`src/rtl/ds2_m12_tx.sv`:
```
module ds2_m12_tx #(
  parameter int INFO_BITS = 48  // information bits per block, multiple of 4
) (
  input  logic       clk,
  input  logic       rst,
  input  logic [3:0] trib_data,
  input  logic [3:0] stuff_req,
  input  logic       lb_en,
  input  logic [1:0] lb_trib,
  input  logic       x_bit,
  input  logic       e1_mode,
  output logic       ds2_data,
  output logic       frame_start,
  output logic [3:0] trib_rd,
  output logic       mode_err
);
  localparam int SLOTS = INFO_BITS + 1;
  localparam int PW = $clog2(SLOTS);
  localparam logic [3:0] INV = 4'b1010;

  logic [1:0]    sf;
  logic [2:0]    blk;
  logic [PW-1:0] pos;
  logic          st_lat, lb_lat;

  wire           is_ovh   = (pos == '0);
  wire           last_pos = (pos == PW'(INFO_BITS));
  wire           at_m     = is_ovh && (blk == 3'd0);
  wire [PW-1:0]  ipos     = pos - PW'(1);
  wire [1:0]     tsel     = ipos[1:0];
  wire           stuff_slot = (blk == 3'd5) && !is_ovh && (ipos == PW'(sf)) && st_lat;
  wire           c_bit    = st_lat ^ lb_lat;

  logic m_bit, ovh_bit, nxt_bit;

  always_comb begin
    case (sf)
      2'd0:    m_bit = 1'b0;
      2'd1:    m_bit = 1'b1;
      2'd2:    m_bit = 1'b1;
      default: m_bit = x_bit;
    endcase
    case (blk)
      3'd0:    ovh_bit = m_bit;
      3'd2:    ovh_bit = 1'b0;
      3'd5:    ovh_bit = 1'b1;
      default: ovh_bit = c_bit;
    endcase
    if (is_ovh)          nxt_bit = ovh_bit;
    else if (stuff_slot) nxt_bit = 1'b0;
    else                 nxt_bit = trib_data[tsel] ^ INV[tsel];
  end

  assign trib_rd = (!is_ovh && !stuff_slot && !mode_err) ? (4'b0001 << tsel) : 4'b0000;

  always_ff @(posedge clk) begin
    if (rst) begin
      sf <= '0; blk <= '0; pos <= '0;
      st_lat <= 1'b0; lb_lat <= 1'b0;
      ds2_data <= 1'b0; frame_start <= 1'b0; mode_err <= 1'b0;
    end else begin
      mode_err    <= e1_mode;
      ds2_data    <= mode_err ? 1'b1 : nxt_bit;
      frame_start <= !mode_err && at_m && (sf == 2'd0);
      if (at_m) begin
        st_lat <= stuff_req[sf];
        lb_lat <= lb_en && (lb_trib == sf) && !stuff_req[sf];
      end
      if (last_pos) begin
        pos <= '0;
        if (blk == 3'd5) begin
          blk <= '0;
          sf  <= sf + 2'd1;
        end else begin
          blk <= blk + 3'd1;
        end
      end else begin
        pos <= pos + PW'(1);
      end
    end
  end


  strobe_onehot_chk: assert property (@(posedge clk) disable iff (rst) $onehot0(trib_rd));

  mode_quiet_chk: assert property (@(posedge clk) disable iff (rst) mode_err |-> (trib_rd == 4'b0000));

  fs_mbit_chk: assert property (@(posedge clk) disable iff (rst) frame_start |-> !ds2_data);

  stuff_hold_chk: assert property (@(posedge clk) disable iff (rst) !at_m |=> $stable(st_lat));

  blk_range_chk: assert property (@(posedge clk) disable iff (rst) blk < 3'd6);
endmodule

```
`config.mk`:
```
export PLATFORM = sky130hd
export DESIGN_NAME = ds2_m12_tx
export DESIGN_NICKNAME = d
export VERILOG_FILES = /design/src/rtl/ds2_m12_tx.sv
export SDC_FILE = /design/constraint.sdc
export NUM_CORES = 1
export LEC_CHECK = 0
export ABC_AREA = 1
export BUFFER_PORTS_ARGS = -buffer_cell sky130_fd_sc_hd__buf_2
export CORE_MARGIN = 10
export CORE_UTILIZATION = 56
export CTS_CLUSTER_SIZE = 20
export DETAILED_ROUTE_END_ITERATION = 6
export HOLD_SLACK_MARGIN = 0.15
export PLACE_DENSITY_LB_ADDON = 0.25
export SLEW_MARGIN = 20
export SYNTH_ARGS = -nofsm -noshare
export SYNTH_HDL_FRONTEND = slang
export SYNTH_SLANG_ARGS = --single-unit
export TNS_END_PERCENT = 10
```
`constraint.sdc`:
```
create_clock -name clk -period 3.05 [get_ports clk]
set_input_delay 0.1525 -clock clk [delete_from_list [all_inputs] [get_ports clk]]
set_output_delay 0.1525 -clock clk [all_outputs]
set_load 0.02 [all_outputs]
```
# Yosys cells after proc, flatten, opt, wreduce, memory -nomap -nowiden
# Cells that the tools add are included.
dict set report word_totals {
  ff_bits 16
  latch_bits 0
  ram_bits 0
  romBits 0
  inputBits 15
  out_inout_bits 7
  elab_cells 57
  n_memories 0
}
dict set report classes {
  n_addsub 4
  mul 0
  n_div 0
  magnitude_cmp 2
  eq_ne 7
  n_shift 1
  muxes 13
  n_bitwise 2
  reduce_logical 20
}
# op n
set ops {}
lappend ops {{$logic_and A1 B1 Y1} 10}
lappend ops {{$add A6 B1 Y6 const B} 1}
lappend ops {{$bmux W1 S2} 3}
lappend ops {{$eq A6 B2 Y1} 1}
lappend ops {{$eq A6 B6 Y1 const B} 1}
lappend ops {{$logic_not A6 Y1} 1}
lappend ops {{$lt A2 B3 Y1 const B} 2}
lappend ops {{$mux W1} 6}
lappend ops {{$sub A6 B1 Y6 const B} 1}
lappend ops {{$logic_not A1 Y1} 4}
lappend ops {{$mux W4} 1}
lappend ops {{$reduce_or A2 Y1} 2}
lappend ops {{$shl A1 B2 Y4 const A} 1}
lappend ops {{$add A3 B1 Y3 const B} 1}
lappend ops {{$eq A3 B2 Y1 const B} 1}
lappend ops {{$eq A3 B3 Y1 const B} 1}
lappend ops {{$logic_not A3 Y1} 1}
lappend ops {{$mux W3} 1}
lappend ops {{$pmux W1 S3} 1}
lappend ops {{$add A2 B1 Y2 const B} 1}
lappend ops {{$eq A2 B1 Y1 const B} 1}
lappend ops {{$eq A2 B2 Y1} 1}
lappend ops {{$eq A2 B2 Y1 const B} 1}
lappend ops {{$logic_not A2 Y1} 1}
lappend ops {{other kinds (3)} 4}

# Depth between registers and ports, before layout
dict set report logic_depth {
  depth_word 9
  depth_mapped 10
  depth_no_buf 10
}

# Least setup slack after synthesis
# No wires, ideal clock.
dict set report synth_timing {
  path_type {register to output}
  start {reg pos[0]}
  end {out trib_rd[0]}
  arrival_time_ps 1569
  slack_ps 1329
  stages_incl_launch_ff 10
  path_buffers 0
  cell_sequence {dfxtp_1 inv_1 ha_1 nor2_1 nor2_1 nand3_1 nand2_1 nand2_1 nand2_1 nor2_1}
}
dict set report synth_between {
  elab_cells_between_ends 12
  cone_classes {1 x add/sub; 1 x eq/ne; 1 x shift; 1 x mux; 8 x reduce/logical}
}
# item line
set synth_lines {}
lappend synth_lines {{from (decl)} 23} ;# logic [PW-1:0] pos;
lappend synth_lines {{from (signal assigned)} 78} ;# pos <= pos + PW'(1);
lappend synth_lines {{$sub A6 B1 Y6 (*)} 29} ;# wire [PW-1:0] ipos = pos - PW'(1);
lappend synth_lines {{net ipos[0]} 29}
lappend synth_lines {{$eq A6 B2 Y1} 31} ;# wire stuff_slot = (blk == 3'd5) && !is_ovh && (ipos == PW'(sf)) && st_lat;
lappend synth_lines {{$logic_and A1 B1 Y1 (2 in a row)} 31}
lappend synth_lines {{$logic_not A1 Y1} 54} ;# assign trib_rd = (!is_ovh && !stuff_slot && !mode_err) ? (4'b0001 << tsel) : 4'b0000;
lappend synth_lines {{$logic_and A1 B1 Y1 (2 in a row)} 54}
lappend synth_lines {{$mux W4 (*)} 54}
lappend synth_lines {{to (decl)} 14} ;# output logic [3:0] trib_rd,
# Mark *: on every way through the listed nets, which the timed path passes. The rest lies on a longest branch.

# Worst setup path after layout
dict set report layout_timing {
  start {reg pos[0]}
  end {out trib_rd[1]}
}
# The elaborated chain is that of the path after synthesis.

==> results.json <==
{
  "status": "completed",
  "grt_usage_pct": 12.0,
  "cts_hold_buf": 3,
  "rsz0062_at_grt": "no",
  "area_growth_pct": 20.3,
  "dieHeight_um": 62.3,
  "slew_headroom_pct": 81.8,
  "yosys_warnings": 0,
  "cap_violations": 0,
  "syn_inst": 155,
  "synth_top_area_share_pct": 32.0,
  "drc": 0,
  "vdd_drop_max_mv": 0.265,
  "syn_nets": 177,
  "period_needed_ns": 2.16,
  "first_pass_iters": 4,
  "postSynthAreaPerCell_um2": 6.45,
  "leakagePower_nw": 0.628,
  "io_buffers": 21,
  "slew_viol_final": 0,
  "crit_type": "reg -> out",
  "die-area_um2": 3880,
  "start_kind": "flop",
  "tritoncts": "done",
  "slowest_delay_ns": 0.49,
  "floorplan.initialDensity_pct": 58.5,
  "insertion_delay_ns": 0.29,
  "first_global_vias": 1010,
  "synth-seq-cells": 16,
  "yosys.area.top_type": "dfxtp_1",
  "place_congestion": 0.856,
  "finalHoldViolCount": 0,
  "post_cts_buffers": 0,
  "worstPathMaxFanout": 9,
  "synthTopCellsByArea": "dfxtp_1, nand2_1, nor2_1",
  "root_buffer": "clkbuf_4",
  "drt_iter0_drc": 23,
  "crit_chain": "inv_1 -> ha_1 -> nor2_1 -> nor2_1 -> nand3_1 -> nand2_1 -> nand2_1 -> nand2_1 -> nor2_1 -> buf_2",
  "wirelength_mm": 2.28,
  "antenna_found_initial": 0,
  "grt_pass1_wl_mm": 4.09,
  "synth_most_common_cell": "nand2_1",
  "post_cts_resized": 0,
  "worst_pin_slew_ns": 0.273,
  "cts_max_level": 1,
  "viasPerCell": 4.89,
  "cp.required_ns": 2.90,
  "layout-drive-gt1-share_pct": 20.2,
  "ant_nets": 0,
  "area.sequential_um2": 320,
  "syn-cell-area_um2": 1000,
  "synth-edff-count": 0,
  "whs_ns": 0.252,
  "finalSetupViolCount": 0,
  "grt-ovfl-total": 0,
  "min_path_type": "in -> reg",
  "crit_slowest_cell": "dfxtp_1",
  "seq_area_frac_synth_pct": 32.0,
  "grt_max_degree": 10,
  "fin_worst_skew_ns": 0.00896,
  "clk_pin_slew_worst_paths_ns": 0.10,
  "async_flop_share_pct": 0,
  "synth_common_cells": "nand2_1, nor2_1, inv_1, dfxtp_1, a21oi_1",
  "fin_nets": 206,
  "dp_hpwl_mm": 1.82,
  "finalSetupTns_ns": 0,
  "cp.arrival_ns": 2.01,
  "vias": 1017,
  "numCtsBuffers": 3,
  "num-fill-cells": 149,
  "clock_sinks": 16,
  "die_x_um": 62.3,
  "cts_buffer_depth": 2,
  "routedWlPerCell_um": 11.0,
  "multi_input_area_um2": 566,
  "powerDensity_nw_per_um2": 388,
  "io_pins": 22,
  "fmax_mhz": 463,
  "end_kind": "output pin",
  "ys_types": 21,
  "finalCritPeriodShare_pct": 70.9,
  "core-area_um2": 1710,
  "synth_flop_cell": "dfxtp_1",
  "antennaDiodeCount": 0,
  "rows": 15
}
-- registers in the layout, indices dropped and copies added (netlist names) --
name         flops
pos              6
blk              3
sf               2
ds2_data         1
frame_start      1
lb_lat           1
mode_err         1
st_lat           1
-- cell families (layout without fill, tap and decap cells) --
family                     count (synthesis)  in the layout  synth area share [%]
AOI/OAI and AO/OA                         21             21                  11.8
xor gates and xnor gates                   2              2                  1.75
adders and majority gates                  7              7                  8.76
buffers and inverters                     30             58                  11.4
DFF                                       16             16                  32.0
and+or+nand+nor                           79             79                  34.3
-- cell usage in the layout, fill, tap and decap left out, drive strengths merged --
cell,count
nand2,37
nor2,31
inv,29
buf,21
dfxtp,16
a21oi,10
o21ai,8
ha,7
nand3,6
clkbuf,4
nand4,3
dlygate4sd3,3
xor2,2
nor3,2
clkinv,1
o2bb2ai,1
a22oi,1
o31ai,1
-- metrics by stage --
step | utilization (%) | total power, W | worst slack, ns | cell area, um^2 | cells
after floorplan | - | 0.000297 | 1.33 | 1000 | 155
after global placement | 66.5 | 0.000324 | 1.30 | 1140 | 201
after detailed placement | 66.5 | 0.000328 | 1.21 | 1140 | 201
after CTS | 70.4 | 0.000472 | 0.870 | 1200 | 208
after global routing | 70.4 | 0.000498 | 0.649 | 1200 | 208
final | 70.4 | 0.000466 | 0.888 | 1200 | 208
-- layout make-up --
class / count / area share [%]
Timing Repair Buffer: 24 / 11.2
Clock buffer: 4 / 3.02
Sequential cell: 16 / 26.6
Multi-Input combinational cell: 109 / 47.0
Inverter: 30 / 9.47
Tap cell: 25 / 2.60
-- path summary, 6_finish.rpt --
| path | from | endpoint | slack, ns | depth (start not counted) |
|---|---|---|---|---|
| worst max-delay path | pos[0]$_SDFF_PP0_ | trib_rd[1] | 0.89 | 10 |
| worst min-delay path | lb_en | lb_lat$_SDFFE_PP0P_ | 0.25 | 5 |
| worst max register to register | pos[0]$_SDFF_PP0_ | ds2_data$_SDFF_PP0_ | 1.37 | 7 |
| worst min register to register | pos[5]$_SDFF_PP0_ | pos[5]$_SDFF_PP0_ | 0.48 | 2 |
-- report_power, final --
| group | leakage, nW | internal, W | switching, W |
|---|---|---|---|
| sequential | 0.131 | 0.000218 | 0.00000719 |
| clock | 0.0210 | 0.0000726 | 0.0000677 |
| combinational | 0.476 | 0.0000386 | 0.0000623 |
-- critical path: cells and delay by family, from the launching register on --
family / cells / cell delay, ns
simple gates: 7 / 0.55
flops: 1 / 0.49
fa+ha+maj: 1 / 0.37
buf+inv: 2 / 0.31
-- per-layer routing --
| layer | part of all wire, % | GRT usage, % |
|---|---|---|
| met5 | 0 | 0 |
| met2 | 49 | 20.8 |
| met3 | 5.0 | 3.41 |
| met4 | 0.57 | 5.03 |
| met1 | 45 | 13.5 |
Note: power is estimated with default switching activity, not from simulation.
